==> src/rtl/dacreg_pkg.sv <==
package dacreg_pkg;

    localparam int BUS_W  = 16;
    localparam int BE_W   = BUS_W / 8;
    localparam int ADR_W  = 3;
    localparam int CODE_W = 12;
    localparam int SEL_W  = 4;
    localparam int TRIM_W = 8;
    localparam int SPARE_W = 4;
    localparam int LOCK_W = 3;
    localparam int KEY_W  = 4;
    localparam logic [KEY_W-1:0] LOCK_KEY = 4'hA;

    localparam int LK_CTL = 0;
    localparam int LK_SHD = 1;
    localparam int LK_OEN = 2;

    typedef enum logic [ADR_W-1:0] {
        OFS_REV  = 3'd0,
        OFS_CTL  = 3'd1,
        OFS_ACT  = 3'd2,
        OFS_SHD  = 3'd3,
        OFS_OEN  = 3'd4,
        OFS_LCK  = 3'd5,
        OFS_TRM  = 3'd6,
        OFS_NONE = 3'd7
    } ofs_e;

    typedef struct packed {
        logic [SEL_W-1:0] sync_sel;
        logic             load_on_sync;
        logic             gain2;
        logic             ref_alt;
    } ctl_t;

    // Control word as seen on the bus; bit 3 and the upper byte are zero.
    function automatic logic [BUS_W-1:0] ctl_image(input ctl_t c);
        return {{(BUS_W-8){1'b0}}, c.sync_sel, 1'b0, c.load_on_sync, c.gain2, c.ref_alt};
    endfunction

    // Byte-lane merge for a 12-bit field: lane 0 owns bits 7:0, lane 1 the rest.
    function automatic logic [CODE_W-1:0] put_lanes(input logic [CODE_W-1:0] old_v,
                                                    input logic [CODE_W-1:0] new_v,
                                                    input logic [BE_W-1:0]   be);
        logic [CODE_W-1:0] r;
        r = old_v;
        if (be[0]) r[7:0] = new_v[7:0];
        if (be[1]) r[CODE_W-1:8] = new_v[CODE_W-1:8];
        return r;
    endfunction

endpackage

==> src/rtl/dacreg_lock.sv <==
module dacreg_lock
    import dacreg_pkg::*;
(
    input  logic              clk,
    input  logic              rst,
    input  logic              wr_hit,
    input  logic              prot_en,
    input  logic              wr_full,
    input  logic [KEY_W-1:0]  wr_key,
    input  logic [LOCK_W-1:0] wr_bits,
    output logic [LOCK_W-1:0] lock_q,
    output logic              drop
);
    logic accept;

    assign accept = wr_hit && prot_en && wr_full && (wr_key == LOCK_KEY);
    assign drop   = wr_hit && !prot_en;

    always_ff @(posedge clk) begin
        if (rst) begin
            lock_q <= '0;
        end else if (accept) begin
            lock_q <= lock_q | wr_bits;
        end
    end
endmodule

==> src/rtl/dacreg_load.sv <==
module dacreg_load
    import dacreg_pkg::*;
#(
    parameter int NUM_SYNC = 8
) (
    input  logic                clk,
    input  logic                rst,
    input  logic                shd_wr,
    input  logic [CODE_W-1:0]   wr_code,
    input  logic [BE_W-1:0]     wr_be,
    input  logic                load_on_sync,
    input  logic [SEL_W-1:0]    sync_sel,
    input  logic [NUM_SYNC-1:0] sync_pulse,
    output logic [CODE_W-1:0]   shadow_q,
    output logic [CODE_W-1:0]   active_q
);
    localparam int SEL_N = 1 << SEL_W;

    logic [SEL_N-1:0] sync_ext;
    logic             load_evt;

    // Select values with no source behind them see a constant zero.
    for (genvar g = 0; g < SEL_N; g++) begin : g_ext
        if (g < NUM_SYNC) begin : g_live
            assign sync_ext[g] = sync_pulse[g];
        end else begin : g_dead
            assign sync_ext[g] = 1'b0;
        end
    end

    assign load_evt = !load_on_sync || sync_ext[sync_sel];

    always_ff @(posedge clk) begin
        if (rst) begin
            shadow_q <= '0;
            active_q <= '0;
        end else begin
            if (shd_wr) shadow_q <= put_lanes(shadow_q, wr_code, wr_be);
            if (load_evt) active_q <= shadow_q;
        end
    end
endmodule

==> src/rtl/dacreg_rdmux.sv <==
module dacreg_rdmux
    import dacreg_pkg::*;
#(
    parameter logic [7:0] REV_ID = 8'h00
) (
    input  logic [ADR_W-1:0]          rd_addr,
    input  ctl_t                      ctl,
    input  logic [CODE_W-1:0]         active,
    input  logic [CODE_W-1:0]         shadow,
    input  logic                      oen,
    input  logic [LOCK_W-1:0]         lock,
    input  logic [TRIM_W+SPARE_W-1:0] trim,
    output logic [BUS_W-1:0]          rdata
);
    always_comb begin
        rdata = '0;
        case (rd_addr)
            OFS_REV: rdata[7:0]                  = REV_ID;
            OFS_CTL: rdata                       = ctl_image(ctl);
            OFS_ACT: rdata[CODE_W-1:0]           = active;
            OFS_SHD: rdata[CODE_W-1:0]           = shadow;
            OFS_OEN: rdata[0]                    = oen;
            OFS_LCK: rdata[LOCK_W-1:0]           = lock;
            OFS_TRM: rdata[TRIM_W+SPARE_W-1:0]   = trim;
            default: rdata                       = '0;
        endcase
    end
endmodule

==> src/rtl/dacreg_top.sv <==
module dacreg_top
    import dacreg_pkg::*;
#(
    parameter int         NUM_SYNC = 8,
    parameter logic [7:0] REV_ID   = 8'h00
) (
    input  logic                clk,
    input  logic                rst,
    input  logic [ADR_W-1:0]    bus_addr,
    input  logic [BUS_W-1:0]    bus_wdata,
    input  logic                bus_we,
    input  logic [BE_W-1:0]     bus_be,
    output logic [BUS_W-1:0]    bus_rdata,
    input  logic                prot_en,
    input  logic [NUM_SYNC-1:0] sync_pulse,
    output logic [CODE_W-1:0]   dac_code,
    output logic                dac_out_en,
    output logic                dac_gain2,
    output logic                dac_ref_alt,
    output logic [TRIM_W-1:0]   dac_trim,
    output logic                bus_err
);
    localparam int TRM_W = TRIM_W + SPARE_W;

    ctl_t              ctl_q;
    logic              oen_q;
    logic [TRM_W-1:0]  trim_q;
    logic              err_q;
    logic [LOCK_W-1:0] lock_q;
    logic [CODE_W-1:0] shadow_q;
    logic [CODE_W-1:0] active_q;
    logic              lock_drop;

    logic wr_ctl, wr_shd, wr_oen, wr_lck, wr_trm;
    logic ok_ctl, ok_shd, ok_oen, ok_trm;
    logic drop_any;

    assign wr_ctl = bus_we && (bus_addr == OFS_CTL);
    assign wr_shd = bus_we && (bus_addr == OFS_SHD);
    assign wr_oen = bus_we && (bus_addr == OFS_OEN);
    assign wr_lck = bus_we && (bus_addr == OFS_LCK);
    assign wr_trm = bus_we && (bus_addr == OFS_TRM);

    assign ok_ctl = wr_ctl && prot_en && !lock_q[LK_CTL];
    assign ok_shd = wr_shd && !lock_q[LK_SHD];
    assign ok_oen = wr_oen && prot_en && !lock_q[LK_OEN];
    assign ok_trm = wr_trm && prot_en;

    assign drop_any = (wr_ctl && !ok_ctl) || (wr_shd && !ok_shd) ||
                      (wr_oen && !ok_oen) || (wr_trm && !ok_trm) || lock_drop;

    always_ff @(posedge clk) begin
        if (rst) begin
            ctl_q  <= '0;
            oen_q  <= 1'b0;
            trim_q <= '0;
            err_q  <= 1'b0;
        end else begin
            if (ok_ctl && bus_be[0]) begin
                ctl_q <= '{sync_sel: bus_wdata[7:4], load_on_sync: bus_wdata[2],
                           gain2: bus_wdata[1], ref_alt: bus_wdata[0]};
            end
            if (ok_oen && bus_be[0]) oen_q <= bus_wdata[0];
            if (ok_trm) trim_q <= put_lanes(trim_q, bus_wdata[TRM_W-1:0], bus_be);
            err_q <= drop_any;
        end
    end

    dacreg_lock u_lock (
        .clk     (clk),
        .rst     (rst),
        .wr_hit  (wr_lck),
        .prot_en (prot_en),
        .wr_full (&bus_be),
        .wr_key  (bus_wdata[BUS_W-1 -: KEY_W]),
        .wr_bits (bus_wdata[LOCK_W-1:0]),
        .lock_q  (lock_q),
        .drop    (lock_drop)
    );

    dacreg_load #(.NUM_SYNC(NUM_SYNC)) u_load (
        .clk          (clk),
        .rst          (rst),
        .shd_wr       (ok_shd),
        .wr_code      (bus_wdata[CODE_W-1:0]),
        .wr_be        (bus_be),
        .load_on_sync (ctl_q.load_on_sync),
        .sync_sel     (ctl_q.sync_sel),
        .sync_pulse   (sync_pulse),
        .shadow_q     (shadow_q),
        .active_q     (active_q)
    );

    dacreg_rdmux #(.REV_ID(REV_ID)) u_rd (
        .rd_addr (bus_addr),
        .ctl     (ctl_q),
        .active  (active_q),
        .shadow  (shadow_q),
        .oen     (oen_q),
        .lock    (lock_q),
        .trim    (trim_q),
        .rdata   (bus_rdata)
    );

    assign dac_code    = active_q;
    assign dac_out_en  = oen_q;
    assign dac_gain2   = ctl_q.gain2;
    assign dac_ref_alt = ctl_q.ref_alt;
    assign dac_trim    = trim_q[TRIM_W-1:0];
    assign bus_err     = err_q;
endmodule

==> config.mk <==
export PLATFORM = sky130hd
export DESIGN_NAME = dacreg_top
export DESIGN_NICKNAME = d
export VERILOG_FILES = /design/src/rtl/dacreg_pkg.sv /design/src/rtl/dacreg_lock.sv /design/src/rtl/dacreg_load.sv /design/src/rtl/dacreg_rdmux.sv /design/src/rtl/dacreg_top.sv
export SDC_FILE = /design/constraint.sdc
export NUM_CORES = 1
export LEC_CHECK = 0
export ABC_AREA = 0
export ABC_CLOCK_PERIOD_IN_PS = 4000
export BUFFER_PORTS_ARGS = -buffer_cell sky130_fd_sc_hd__buf_2
export CELL_PAD_IN_SITES_DETAIL_PLACEMENT = 0
export CELL_PAD_IN_SITES_GLOBAL_PLACEMENT = 2
export CORE_AREA = 2 2 110 112
export CTS_CLUSTER_DIAMETER = 100
export DETAILED_ROUTE_END_ITERATION = 8
export DIE_AREA = 0 0 112 114
export HOLD_SLACK_MARGIN = 0.03
export PLACE_DENSITY_LB_ADDON = 0.15
export SLEW_MARGIN = 20
export SYNTH_ARGS = -nofsm -noshare
export SYNTH_HDL_FRONTEND = slang
export SYNTH_SLANG_ARGS = --single-unit
export TNS_END_PERCENT = 1
==> constraint.sdc <==
create_clock -name clk -period 4 [get_ports clk]
set_input_delay 0 -clock clk [delete_from_list [all_inputs] [get_ports clk]]
set_output_delay 0 -clock clk [all_outputs]
set_load 0.02 [all_outputs]
* After elaboration in Yosys (flattened, before gate mapping) *
Cells that the tools add are included.

word-level totals
  output and inout port bits = 40
  flip-flop bits (word level) = 48
  logic and storage cells = 67

cells by class
  reduce and logical (&&, ||, !) cells = 40
  bitwise gates (word level) = 1
  multiplexer cells = 6
  magnitude comparators = 1
  equal/unequal tests = 7

operators by type and width
  cell                count
  $logic_and 1x1->1   21
  $pmux 5 s4          1
  $pmux 4 s3          1
  $pmux 2 s5          1
  $reduce_and 2->1    5
  $eq 3x3->1 const B  3
  $logic_not 1->1     9
  $eq 3x2->1 const B  2
  $pmux 1 s6          1
  $logic_or 1x1->1    5
  $lt 4x5->1 const B  1
  $bmux 1 s4          1
  $eq 4x4->1 const B  1
  $eq 3x1->1 const B  1
  $or 3x3->3          1
  $mux 1              1

* Longest topological paths before layout *
Gate-level depths: netlist of the first run.

  word-level depth = 10
  mapped depth = 7

* Cells and area by module *
A second synthesis of the first run with hierarchy kept.

unflattened totals
  cell total of the unflattened synthesis = 357
  area total of the unflattened synthesis = 2,976.6 um^2

by module, submodules not included
  module        cells an instance  times used  area an instance (um^2)  seq. area each (um^2)
  dacreg_load   155                1           1,308.8                  480.5
  dacreg_top    121                1           1,066.0                  420.4
  dacreg_rdmux  66                 1           446.7                    0.0
  dacreg_lock   15                 1           155.1                    60.1

* Worst setup path before layout of the first run *
No wires, ideal clock.

  path type = flip-flop to flip-flop
  from = reg ctl_q[3] in the netlist's numbering
  to = reg u_load.active_q[0]
  cell stages (with the launch flop) = 7
  slack = 2.476 ns
  arrival time = 1.390 ns
  buffers on the path = 2
  data required time = 3.866 ns
  period minus slack after synthesis = 1.524 ns
  cells stage by stage = dfxtp_1 -> buf_6 -> mux4_2 -> nor2_4 -> buf_6 -> nand4bb_1 -> o311ai_1

between the ends
  longest elaborated chain between the ends = 3

ends and longest elaborated chain
  item                          RTL line           RTL
  start, declared               dacreg_top.sv:25   ctl_t ctl_q;
  start signal, assigned        dacreg_top.sv:60   ctl_q <= '{sync_sel: bus_wdata[7:4], load_on_sync: bus_wdata[2],
  $bmux 1 s4                    dacreg_load.sv:31  assign load_evt = !load_on_sync || sync_ext[sync_sel];
  $mux 1 (implied by the code)  dacreg_load.sv:31
  $logic_or 1x1->1              dacreg_load.sv:31
  end signal, assigned          dacreg_load.sv:39  if (load_evt) active_q <= shadow_q;
  end, declared                 dacreg_load.sv:15  output logic [CODE_W-1:0] active_q

Every way passes these cells. The select of a mux whose other input is x is not followed.
A chain may end at the register's enable or synchronous reset.

* Worst setup path in the final report of the first run *
  from = in bus_we
  to = reg ctl_q[2] in the netlist's numbering

between the ends
  longest elaborated chain between the ends = 4

ends and longest elaborated chain
  item                            RTL line          RTL
  start, declared                 dacreg_top.sv:11  input logic bus_we,
  $logic_and 1x1->1               dacreg_top.sv:38  assign wr_ctl = bus_we && (bus_addr == OFS_CTL);
  $logic_and 1x1->1 (2 in a row)  dacreg_top.sv:44  assign ok_ctl = wr_ctl && prot_en && !lock_q[LK_CTL];
  $logic_and 1x1->1               dacreg_top.sv:59  if (ok_ctl && bus_be[0]) begin

Every way passes these cells.

==> results by group, run 1 <==
Run status
  – Outcome: completed

Synth
  – Async S/R FF share, synth: 0
  – Yosys top cell area share: 0.340
  – Cells after Synth: 330
  – Synth unique cells: 41
  – #FFs+latches synth: 48
  – Synth Flop Type: dfxtp_1
  – Syn avg cell area: 8.57 µm²
  – Post-synth EDFFs: 0
  – Top cells by area, synth: dfxtp_1 (34%), mux2i_1 (9.9%), a21oi_1 (5.3%)
  – Yosys top cell by area: dfxtp_1
  – Sequential-to-total area share from yosys stat: 0.340
  – Syn. warnings: 0
  – Mapped Area: 2830 µm²

Clock tree
  – CTS resizes: 0
  – CTS Buf Count: 5
  – Worst-path clk slew: 70 ps
  – CTS tree: done
  – Post CTS Setup Buffer Count: 0
  – Worst-case clock buffer depth: 2
  – Clock Latency Late Sink: 300 ps
  – Clock root buffer: clkbuf_16
  – Clock H-tree levels: 2
  – Clock Sinks: 48

Worst setup path
  – Worst EP arrival: 2110 ps
  – Setup CP Type: input pin to flip-flop
  – Req. time, crit path: 4150 ps
  – Critical R2R Launch: ctl_q[3]
  – Crit path from: bus_we
  – Crit path launch type: input pin
  – Worst-path fanout max: 12
  – Crit path capture type: flip-flop

Timing
  – Final setup viols: 0
  – Tightest Pin Transition: 1010 ps
  – Sum Neg Setup Slack: 0 ps
  – FMAX: 510 MHz
  – Slew headroom: 0.325
  – RSZ-0062 raised after global routing: false
  – Final hold vios: 0
  – Final Max Slew Viols: 0
  – Fin crit share: 0.490
  – Clk_skew: 3.38 ps
  – Final Critical Period: 1960 ps

Pwr
  – Clk network pwr share: 0.453
  – Sw frac: 0.250
  – Logic pwr share: 0.099
  – VDD IR max: 0.000153 V
  – LEAKAGE: 1.32 nW
  – Switching Power: 273 µW
  – PwrDens: 323 nW/µm²
  – Pint: 819 µW
  – Seq pwr share: 0.447

Placed design
  – Placed Cells: 512
  – I/O Buffers: 68
  – Detail Placement HPWL: 6650 µm
  – GP Congestion: 0.727

Drt
  – DRT iter0 DRCs: 120
  – Avg WL per Cell: 17.0 µm
  – First-pass iteration count of the detailed router: 4
  – Antenna-violating nets left: 0
  – DR vias: 2,562
  – Via-to-Cell Ratio: 4.81
  – # DRC: 0
  – WL final: 9040 µm

Global route
  – Antenna violations before repair: 0
  – Vias in the first global route: 2,497
  – First-pass GRT wire length: 14,400 µm
  – Grt total ovfl: 0
  – Gr usage total: 0.146
  – Largest net degree at the start of global routing: 62

Die
  – Chip height: 114 µm
  – Boundary Pins: 73
  – Die Footprint: 12,800 µm²
  – Placeable Area: 11,700 µm²
  – Die W: 112 µm
  – Starting density of the core: 0.241
  – Rows: 40

Cells and area
  – Nets: 418
  – Fillers: 1,318
  – Register area: 961 µm²
  – Layout area overhead: 19.6%
  – Antenna diode count: 0
  – Multi-input logic area: 1570 µm²
  – Share of cells above drive strength 1: 0.228
  – Final std cells w/o fill: 533

Job
  – Maxcap violations: 0

Worst hold path
  – Hold Path Origin: prot_en
  – Hold crit path type: input pin to flip-flop
==> state kept, by name (all words and copies together), names as in the netlist, 3 cells and up <==
| name | flops |
|---|---|
| trim_q | 12 |
| u_lock.lock_q | 3 |
| u_load.active_q | 12 |
| u_load.shadow_q | 12 |
| ctl_q | 5 |
==> per-stage QoR <==
stage / setup slack, ps / hold WS [ps] / util / cell area (µm²) / power, mW
3_5_place_dp: 2060 / 272 / 0.263 / 3090 / 0.600
5_1_grt: 1890 / 214 / 0.289 / 3380 / 1.14
6_report: 2040 / 153 / 0.289 / 3380 / 1.09
4_1_cts: 2020 / 145 / 0.289 / 3380 / 1.11
2_1_floorplan: 2480 / 129 / - / 2840 / 0.569
3_3_place_gp: 2090 / 261 / 0.263 / 3090 / 0.600
==> worst max-delay path: stages <==
cell           delay [ps]
dlygate4sd3_1         520
buf_2                 150
nand3_1               320
or4_1                 810
mux2i_1               250
nor2_1                 60
==> worst paths after layout <==
kind	end	slack, ps	cells past startpoint
max	ctl_q[2]	2040	6
min reg2reg	trim_q[8]	500	2
max reg2reg	u_load.active_q[7]	2070	4
min	bus_err	150	4
==> power groups by stage <==
| stage | combinational, mW | clock, mW | sequential, mW |
|---|---|---|---|
| final | 0.109 | 0.495 | 0.488 |
| after detailed placement | 0.101 | 0 | 0.499 |
| after global routing | 0.120 | 0.534 | 0.489 |
| after floorplan | 0.0710 | 0 | 0.498 |
| after CTS | 0.111 | 0.513 | 0.488 |
| after global placement | 0.100 | 0 | 0.499 |
==> routing by layer <==
layer,share of wire,wire length (µm),vias up,global-route usage
li1,-,-,1283,-
met1,0.53,4790,1228,0.220
met2,0.42,3810,46,0.212
met3,0.037,332,5,0.0282
met4,0.011,98,0,0.0390
met5,0,0,-,0
==> cell usage in the layout (no fill, tap or decap), types with 2 or more instances in the layout <==
| cell type | instances |
|---|---|
| nor2_1 | 40 |
| inv_1 | 4 |
| o311ai_0 | 2 |
| nand4bb_1 | 13 |
| a222oi_1 | 2 |
| nand3_1 | 2 |
| a22o_1 | 6 |
| a21oi_1 | 30 |
| nand2b_1 | 2 |
| nand2_1 | 36 |
| o21ai_0 | 22 |
| dlygate4sd3_1 | 13 |
| conb_1 | 4 |
| nand3b_1 | 2 |
| buf_4 | 2 |
| mux2_2 | 3 |
| a22oi_1 | 4 |
| o311ai_1 | 10 |
| nor2b_1 | 7 |
| dfxtp_1 | 48 |
| nor3b_1 | 12 |
| and2_1 | 6 |
| a21oi_2 | 2 |
| clkbuf_16 | 5 |
| buf_2 | 68 |
| mux2i_1 | 28 |
==> timing repair <==
| action | CTS | global route |
|---|---|---|
| hold endpoints to repair | 30 | 0 |
| endpoints found under the setup margin | 0 | 0 |
| hold buffers | 13 | 0 |
==> kinds of logic after synthesis <==
family	after synthesis	share of synthesized area
DFF	48	0.340
other	1	0.00133
and+or+nand+nor	126	0.248
buffers and inverters	42	0.109
AOI/OAI and AO/OA	81	0.183
muxes	32	0.119
==> cells in the mapped netlist, types with 2 or more instances <==
cell type / count
dfxtp_1: 48
nor2_1: 40
nand2_1: 36
a21oi_1: 30
mux2i_1: 28
o21ai_0: 22
buf_4: 13
nand4bb_1: 13
nor3b_1: 12
o311ai_1: 10
clkbuf_1: 8
nor2b_1: 7
a22o_1: 6
and2_1: 6
buf_2: 5
clkbuf_8: 5
a22oi_1: 4
inv_1: 4
mux2_2: 3
a21oi_2: 2
a222oi_1: 2
buf_6: 2
clkbuf_4: 2
nand2b_1: 2
nand3_1: 2
nand3b_1: 2
o311ai_0: 2
==> area by class of cell <==
| class | count | share of cell area |
|---|---|---|
| multi-input combinational | 243 | 0.464 |
| sequential | 48 | 0.284 |
| timing repair buffer | 83 | 0.143 |
| tap | 147 | 0.0544 |
| clock buffer | 5 | 0.0370 |
| clock inverter | 3 | 0.0126 |
| inverter | 4 | 0.00444 |
(Power assumes the default switching activity.)
==> run 2, diff against run 1 <==
--- a/config.mk
+++ b/config.mk
@@ -6,7 +6,7 @@
 export NUM_CORES = 1
 export LEC_CHECK = 0
 export ABC_AREA = 0
-export ABC_CLOCK_PERIOD_IN_PS = 4000
+export ABC_CLOCK_PERIOD_IN_PS = 1790
 export BUFFER_PORTS_ARGS = -buffer_cell sky130_fd_sc_hd__buf_2
 export CELL_PAD_IN_SITES_DETAIL_PLACEMENT = 0
 export CELL_PAD_IN_SITES_GLOBAL_PLACEMENT = 2
==> constraint.sdc (replaced) <==
create_clock -name clk -period 1.79 [get_ports clk]
set_input_delay 0 -clock clk [delete_from_list [all_inputs] [get_ports clk]]
set_output_delay 0 -clock clk [all_outputs]
set_load 0.02 [all_outputs]
==> run 2 against run 1 <==
First-iteration DRC count rose by 14%. Combinational power rose by 140%. Die area did not move. Global-route usage fell by 0.11 points. Clock power rose by 120%. Setup slack got worse by 1800 ps. Total power rose by 130%. Cell area rose by 3.9%. Clock skew rose by 1.8 ps. Non-clock buffer count rose by 13. Critical path type is now flip-flop to flip-flop. Critical endpoint is now u_load.active_q[7]. Largest cell class unchanged.
==> results by group, run 2 (synthesized netlist as in run 1, its figures left out) <==
Pwr
  – Sw frac: 0.248 (-0.00163)
  – Switching Power: 610 µW (+120%)
  – Logic pwr share: 0.109 (+0.010)
  – LEAKAGE: 1.40 nW (+6.0%)
  – Pint: 1.85 mW (+130%)
  – Power, Total: 2.46 mW (+130%)
  – Clk network pwr share: 0.448 (-0.005)
  – PwrDens: 699 nW/µm² (+120%)
  – Seq pwr share: 0.443 (-0.004)
  – VDD IR max: 0.000339 V (+120%)

Clock tree
  – Clock H-tree levels: 2 (unchanged)
  – CTS tree: done
  – Clock Sinks: 48 (unchanged)
  – CTS resizes: 0 (unchanged)
  – Worst-path clk slew: 70 ps (about the same)
  – CTS Buf Count: 5 (unchanged)
  – Post CTS Setup Buffer Count: 0 (unchanged)
  – Clock Latency Late Sink: 290 ps (about the same)
  – Worst-case clock buffer depth: 2 (unchanged)
  – Clock root buffer: clkbuf_16

Worst setup path
  – Worst r2r dst: u_load.active_q[7]
  – Crit path capture type: flip-flop
  – Critical R2R Launch: ctl_q[3]
  – Crit path launch type: flip-flop
  – Worst-path fanout max: 24 (+12)
  – Worst reg2reg path depth: 5 (+1)
  – Setup CP Type: flip-flop to flip-flop
  – Req. time, crit path: 1950 ps (-2200 ps)
  – Worst EP arrival: 1710 ps (-400 ps)
  – Reg2Reg Setup Slack: 240 ps (-1830 ps)

Timing
  – Final setup viols: 0 (unchanged)
  – Sum Neg Setup Slack: 0 ps (unchanged)
  – Clk_skew: 5.19 ps (+1.81 ps)
  – Tightest Pin Transition: 530 ps (-483 ps)
  – Fin crit share: 0.868
  – FMAX: 644 MHz
  – Final Max Slew Viols: 0 (unchanged)
  – RSZ-0062 raised after global routing: false
  – Final Critical Period: 1550 ps
  – Final hold vios: 0 (unchanged)
  – Slew headroom: 0.645 (+0.320)

Drt
  – Antenna-violating nets left: 0 (unchanged)
  – DR vias: 2,585 (+0.90%)
  – WL final: 9050 µm (+0.19%)
  – DRT iter0 DRCs: 137 (+14%)
  – # DRC: 0 (unchanged)
  – Via-to-Cell Ratio: 4.73 (-1.5%)
  – First-pass iteration count of the detailed router: 4 (unchanged)
  – Avg WL per Cell: 16.6 µm (-2.2%)

Cells and area
  – Fillers: 1,308 (-0.76%)
  – Multi-input logic area: 1570 µm² (unchanged)
  – Nets: 431 (+3.1%)
  – Most common cell after layout, fill and taps aside: buf_2
  – Most frequent cells in the layout: buf_2 (68), dfxtp_1 (48), nor2_1 (40)
  – Register area: 961 µm² (unchanged)
  – Largest regs: trim_q x12, u_load.active_q x12, u_load.shadow_q x12
  – Antenna diode count: 0 (unchanged)
  – Share of cells above drive strength 1: 0.256 (+0.0277)
  – Layout area overhead: 24.3%

Global route
  – Antenna violations before repair: 0 (unchanged)
  – Largest net degree at the start of global routing: 85 (+37%)
  – Gr usage total: 0.145 (-0.00109)
  – Vias in the first global route: 2,472 (-1.0%)
  – First-pass GRT wire length: 14,300 µm (-0.81%)
  – Grt total ovfl: 0 (unchanged)

Placed design
  – Detail Placement HPWL: 6750 µm (+1.4%)
  – GP Congestion: 0.733 (+0.89%)
  – I/O Buffers: 68 (unchanged)

Run status
  – Outcome: completed

Die
  – Placeable Area: 11,700 µm² (unchanged)
  – Die Footprint: 12,800 µm² (unchanged)
  – Chip height: 114 µm (unchanged)
  – Boundary Pins: 73 (unchanged)
  – Die W: 112 µm (unchanged)
  – Rows: 40 (unchanged)
  – Starting density of the core: 0.241 (unchanged)

Worst hold path
  – Hold Path Depth: 3 (-1)
  – Hold Crit Endpoint: bus_err
  – Hold Path Origin: bus_we
  – Hold crit path type: input pin to flip-flop

Job
  – Maxcap violations: 0 (unchanged)
==> run 2: how the worst max path moves through the flow <==
stage	start	endpoint	slack, ps	cells after the start
global placement	ctl_q[3]	u_load.active_q[7]	260	5
floorplan	ctl_q[3]	u_load.active_q[1]	270	6
global route	ctl_q[3]	u_load.active_q[8]	140	5
detailed placement	ctl_q[3]	u_load.active_q[8]	210	5
finish	ctl_q[3]	u_load.active_q[7]	240	5
CTS	ctl_q[3]	u_load.active_q[8]	220	5
==> run 2: layout make-up <==
| type | instances | area share |
|---|---|---|
| timing repair buffer | 96 | 0.176 |
| clock inverter | 3 | 0.0121 |
| clock buffer | 5 | 0.0356 |
| inverter | 4 | 0.00427 |
| multi-input combinational | 243 | 0.447 |
| sequential | 48 | 0.273 |
| tap | 147 | 0.0523 |
==> run 2: what timing repair did <==
item                                   in CTS  in global routing
endpoints found under the hold margin      27                  0
hold buffers                               12                  0
setup endpoints to repair                   0                  0
==> run 2: per-stage QoR <==
step                      instances  instance area, µm²  worst slack [ps]  utilization  hold slack, ps
after floorplan                 333                2840               266            -             129
after global placement          526                3230               265        0.276             256
after detailed placement        526                3230               212        0.276             265
after CTS                       546                3520               218        0.300            30.5
after global routing            546                3520               137        0.300            52.6
final                           546                3520               236        0.300            41.7
==> run 2: metal layers <==
metal	GRT usage	wire, µm	vias up
met5	0	0	-
met4	0.0341	96	0
met3	0.0271	360	6
met2	0.212	3860	47
met1	0.219	4740	1227
li1	-	-	1305
==> run 2: critical path: stages (launching register included) <==
cell and delay (ps):
dfxtp_1 350, mux4_2 530, nor2_4 120, buf_12 160
nand4bb_1 130, o311ai_0 120
==> run 2: power by group through the flow <==
stage               combinational, mW  clock [mW]  sequential (mW)
finish                          0.267        1.10             1.09
global route                    0.294        1.17             1.09
CTS                             0.271        1.13             1.09
detailed placement              0.250           0             1.11
global placement                0.249           0             1.11
floorplan                       0.159           0             1.11
